[src/rtl/bau_pkg.sv]
package bau_pkg;
  typedef enum logic {
    ORDER_LINEAR      = 1'b0,
    ORDER_INTERLEAVED = 1'b1
  } burst_order_e;

  localparam int unsigned DEF_ADDR_W  = 18;
  localparam int unsigned DEF_BURST_W = 2;
endpackage

[src/rtl/bau_load_decode.sv]
module bau_load_decode (
  input  logic strobe_cache_n,
  input  logic strobe_proc_n,
  input  logic chip_en_n,
  input  logic advance_n,
  output logic load_evt,
  output logic step_evt
);
  logic cache_req;
  logic proc_req;

  always_comb begin
    cache_req = ~strobe_cache_n;
    proc_req  = ~strobe_proc_n & ~chip_en_n;
    load_evt  = cache_req | proc_req;
    step_evt  = ~load_evt & ~advance_n;
  end
endmodule

[src/rtl/bau_addr_reg.sv]
module bau_addr_reg #(
  parameter int unsigned ADDR_W = 18
) (
  input  logic              clk,
  input  logic              rst_n,
  input  logic              load_evt,
  input  logic [ADDR_W-1:0] addr_in,
  output logic [ADDR_W-1:0] base_q
);
  always_ff @(posedge clk or negedge rst_n) begin
    if (!rst_n)        base_q <= '0;
    else if (load_evt) base_q <= addr_in;
  end
endmodule

[src/rtl/bau_beat_counter.sv]
module bau_beat_counter #(
  parameter int unsigned BURST_W = 2
) (
  input  logic               clk,
  input  logic               rst_n,
  input  logic               load_evt,
  input  logic               step_evt,
  output logic [BURST_W-1:0] beat_q
);
  localparam logic [BURST_W-1:0] BEAT_ONE = BURST_W'(1);

  always_ff @(posedge clk or negedge rst_n) begin
    if (!rst_n)        beat_q <= '0;
    else if (load_evt) beat_q <= '0;
    else if (step_evt) beat_q <= beat_q + BEAT_ONE;
  end
endmodule

[src/rtl/bau_order_map.sv]
module bau_order_map #(
  parameter int unsigned BURST_W = 2
) (
  input  logic [BURST_W-1:0] start_bits,
  input  logic [BURST_W-1:0] beat,
  input  logic               order_sel,
  output logic [BURST_W-1:0] low_bits
);
  import bau_pkg::*;

  function automatic logic [BURST_W-1:0] linear_step(
    input logic [BURST_W-1:0] s, input logic [BURST_W-1:0] b);
    return s + b;
  endfunction

  function automatic logic [BURST_W-1:0] interleave_step(
    input logic [BURST_W-1:0] s, input logic [BURST_W-1:0] b);
    return s ^ b;
  endfunction

  burst_order_e mode;

  always_comb begin
    mode = burst_order_e'(order_sel);
    case (mode)
      ORDER_INTERLEAVED: low_bits = interleave_step(start_bits, beat);
      default:           low_bits = linear_step(start_bits, beat);
    endcase
  end
endmodule

[src/rtl/burst_addr_unit.sv]
module burst_addr_unit #(
  parameter int unsigned ADDR_W  = bau_pkg::DEF_ADDR_W,
  parameter int unsigned BURST_W = bau_pkg::DEF_BURST_W
) (
  input  logic              clk,
  input  logic              rst_n,
  input  logic [ADDR_W-1:0] addr_in,
  input  logic              strobe_cache_n,
  input  logic              strobe_proc_n,
  input  logic              chip_en_n,
  input  logic              advance_n,
  input  logic              order_sel,
  output logic [ADDR_W-1:0] mem_addr
);
  localparam int unsigned UPPER_W = ADDR_W - BURST_W;

  logic               load_evt;
  logic               step_evt;
  logic [ADDR_W-1:0]  base_q;
  logic [BURST_W-1:0] beat_cnt;
  logic [BURST_W-1:0] low_bits;
  logic [UPPER_W-1:0] upper_bits;

  bau_load_decode u_decode (
    .strobe_cache_n (strobe_cache_n),
    .strobe_proc_n  (strobe_proc_n),
    .chip_en_n      (chip_en_n),
    .advance_n      (advance_n),
    .load_evt       (load_evt),
    .step_evt       (step_evt)
  );

  bau_addr_reg #(.ADDR_W(ADDR_W)) u_addr (
    .clk      (clk),
    .rst_n    (rst_n),
    .load_evt (load_evt),
    .addr_in  (addr_in),
    .base_q   (base_q)
  );

  bau_beat_counter #(.BURST_W(BURST_W)) u_beat (
    .clk      (clk),
    .rst_n    (rst_n),
    .load_evt (load_evt),
    .step_evt (step_evt),
    .beat_q   (beat_cnt)
  );

  bau_order_map #(.BURST_W(BURST_W)) u_order (
    .start_bits (base_q[BURST_W-1:0]),
    .beat       (beat_cnt),
    .order_sel  (order_sel),
    .low_bits   (low_bits)
  );

  assign upper_bits = base_q[ADDR_W-1:BURST_W];
  assign mem_addr   = {upper_bits, low_bits};
endmodule

[config.mk]
export PLATFORM = sky130hd
export DESIGN_NAME = burst_addr_unit
export DESIGN_NICKNAME = d
export VERILOG_FILES = /design/src/rtl/bau_pkg.sv /design/src/rtl/bau_load_decode.sv /design/src/rtl/bau_addr_reg.sv /design/src/rtl/bau_beat_counter.sv /design/src/rtl/bau_order_map.sv /design/src/rtl/burst_addr_unit.sv
export SDC_FILE = /design/constraint.sdc
export NUM_CORES = 1
export LEC_CHECK = 0
export BUFFER_PORTS_ARGS = -buffer_cell sky130_fd_sc_hd__buf_4
export CAP_MARGIN = 20
export CELL_PAD_IN_SITES_DETAIL_PLACEMENT = 0
export CELL_PAD_IN_SITES_GLOBAL_PLACEMENT = 1
export CORE_AREA = 2 2 46 69
export CTS_CLUSTER_SIZE = 12
export DETAILED_ROUTE_END_ITERATION = 10
export DIE_AREA = 0 0 48 71
export PLACE_DENSITY = 0.82
export SLEW_MARGIN = 20
export SYNTH_ARGS = -nofsm -noshare
export SYNTH_HDL_FRONTEND = slang
export SYNTH_SLANG_ARGS = --single-unit
[constraint.sdc]
create_clock -name clk -period 1.3 [get_ports clk]
set_clock_uncertainty 0.15 [all_clocks]
set_input_delay 0.065 -clock clk [delete_from_list [all_inputs] [get_ports clk]]
set_output_delay 0.065 -clock clk [all_outputs]
set_load 0.02 [all_outputs]
==> summary.txt <==
Status
  – Outcome: finished with violations
  – Failing checks: setup timing

Synthesis
  – Yosys reg bits: 20
  – Yosys cell types: 11
  – Synthesized cell area: 925 sq um
  – Avg Synthesized Cell Area: 14.0 sq um
  – Total number of yosys warnings: 0
  – Area leader, netlist: dfrtp_1
  – Xor/xnor cell area share of the yosys netlist: 0.0284
  – Post-Synth Simple-Gate Area: 0.0298
  – Post-synthesis adder-cell area fraction: 0.0135
  – Area share of the leading cell type in the synthesized netlist: 0.541
  – Synth Instances: 66
  – Top cells by area, synth: dfrtp_1 (54%), mux2_2 (21%), buf_4 (13%)
  – Largest family of logic cells by synthesized area: multiplexers
  – Synthesized Nets: 92
  – Multiplexer area fraction after synthesis: 0.223
  – Post-synthesis compound-gate area fraction: 0.00947
  – Sequential share of the synthesized area: 0.541

Power
  – Tot Pwr: 0.00152 W
  – VDD IR-drop max: 0.546 mV
  – Leak Pwr: 0.675 nW
  – Pwr Density: 1050 mW/mm^2

Drt
  – WL per Instance: 11.5 microns
  – WL final: 1800 microns
  – Vias per cell: 4.12
  – Initial drt markers: 2
  – Initial DRT Pass Iterations: 2
  – Antenna Nets Post-Route: 0
  – DRC violations left: 0
  – Detailed-route via count: 642

Clock network
  – Clk buf depth: 2
  – Clock latency at the later pin of the worst-skew pair: 240 ps
  – H-tree lvl count: 1
  – Clk pin slew, worst setup/hold paths: 70 ps
  – CTS Buf Count: 3
  – TritonCTS clock tree: built
  – Clock sinks: 20
  – Root buf cell: clkbuf_8

Worst setup path
  – Buf/Inv on CP: 1
  – Worst Setup Start Kind: flip-flop
  – Crit-path leading delay family: flip-flops
  – CP max stage cell: dfrtp_1
  – Required @ worst endpoint: 1090 ps
  – Worst Setup End Kind: output port
  – CP Cell Sequence: ha_2 -> nor2b_4 -> xnor2_2 -> buf_4
  – Max FO, Critical Path: 2
  – CP Data Arrival Time: 1200 ps
  – Setup CP Type: flip-flop to output port
  – Delay of the slowest critical-path stage: 380 ps

Global route
  – Busiest grt layer: met2
  – Total GRT Usage: 0.108
  – Global route total overflow: 0
  – Met2 Usage GRT: 0.207
  – Initial antenna violation count: 0
  – Largest net degree at the start of global routing: 21
  – GRT met1 Usage: 0.0878
  – First-pass GRT wire length: 2620 microns
  – Vias in the first global route: 688
  – Met3 Use GR: 0.0332

Finish
  – Most frequent cells in the layout: buf_4 (45), dlygate4sd3_1 (20), dfrtp_1 (20)
  – Post-layout util: 0.507
  – Nets@finish: 145
  – Final Non-Filler Cells: 156
  – Layout area overhead: 56.4%
  – Most common cell after layout, fill and taps aside: buf_4
  – Diodes inserted: 0
  – Share of cells above drive strength 1: 0.615

Placed design
  – Number of port buffers: 42
  – Final HPWL DP: 1280 microns
  – Gp weighted congestion: 0.611
  – Placed insts: 131

STA
  – Worst hold margin: 97.8 ps
  – Final hold vios: 0
  – Worst-margin pin slew: 252 ps
  – RSZ-0062 raised after global routing: true
  – Fin crit share: 1.09
  – Max Slew Vio Count: 0
  – TNS Setup: -116 ps
  – Max Freq: 706 MHz
  – Relative max-transition margin: 0.832
  – Final worst slack: -116 ps
  – Setup violations, final: 1
  – Tmin final: 1420 ps

Die
  – IO Count: 43
  – Die W: 48 microns
  – DIE AREA: 0.00341 sq mm
  – Die height: 71 microns
  – Initial Utilization: 0.324
  – Core area: 0.00285 sq mm
  – Site row count: 24

Job
  – Number of max-cap violations: 0

Worst hold path
  – Min-delay worst type: primary input to asynchronous set/reset pin
==> final cells by class <==
type / count / area, sq um
Multi-Input combinational cell: 28 / 307
Clock buffer: 3 / 41.3
Sequential cell: 20 / 500
Timing Repair Buffer: 66 / 549
Fill cell: 251 / 1410
Tap cell: 39 / 48.8
==> timing repair <==
item                                    4_1_cts  5_1_grt
gates resized for setup                       4        2
setup buffers                                 1        1
pin swaps                                     2        1
hold endpoints to repair                     40        0
hold buffers                                 20        0
endpoints found under the setup margin        2        2
==> power breakdown <==
part           leakage (nW)  internal, W  switching (W)
logic                 0.416     0.000248       0.000176
clock network        0.0216     0.000205       0.000175
registers             0.237     0.000682      0.0000314
total                 0.675      0.00114       0.000382
==> kinds of logic after synthesis <==
kind of cell | Yosys count
compound gates | 1
simple gates | 5
buf+inv | 18
fa+ha+maj | 1
flops | 20
mux | 18
xor+xnor | 3
==> sequential cells by signal, indices dropped and copies added (netlist names) <==
| signal | cells |
|---|---|
| u_addr.base_q | 18 |
| u_beat.beat_q | 2 |
==> metrics by stage <==
stage / instance area, sq um / worst slack (ps)
floorplan: 925 / 46.0
global placement: 1160 / 132
detailed placement: 1160 / 104
CTS: 1420 / -168
global route: 1450 / -161
finish: 1450 / -116
==> synth_stat cells, drive strengths merged <==
cell / count
dfrtp: 20
buf: 18
mux2: 18
nor2b: 3
xnor2: 3
ha: 1
nor2: 1
nor3: 1
o21ai: 1
==> metal layers <==
metal  part of all wire  wire (microns)  vias to the layer above
li1                   -               -                      308
met1               0.35             636                      307
met2               0.59            1060                       25
met3              0.053              96                        2
met4             0.0050               9                        0
met5                  0               0                        -
==> path summary, 6_finish.rpt <==
| path | from | end | slack [ps] | cells after the start |
|---|---|---|---|---|
| setup / recovery | u_beat.beat_q[0] | mem_addr[1] | -120 | 4 |
| hold / removal | rst_n | u_addr.base_q[1] | 100 | 2 |
| setup reg to reg | u_beat.beat_q[0] | u_beat.beat_q[1] | 80 | 5 |
| hold reg to reg | u_addr.base_q[3] | u_addr.base_q[3] | 360 | 1 |
| max in group asynchronous | rst_n | u_addr.base_q[13] | 700 | 2 |
| min in group clk | strobe_cache_n | u_beat.beat_q[1] | 130 | 4 |
Power figures use the tool's default switching activity.
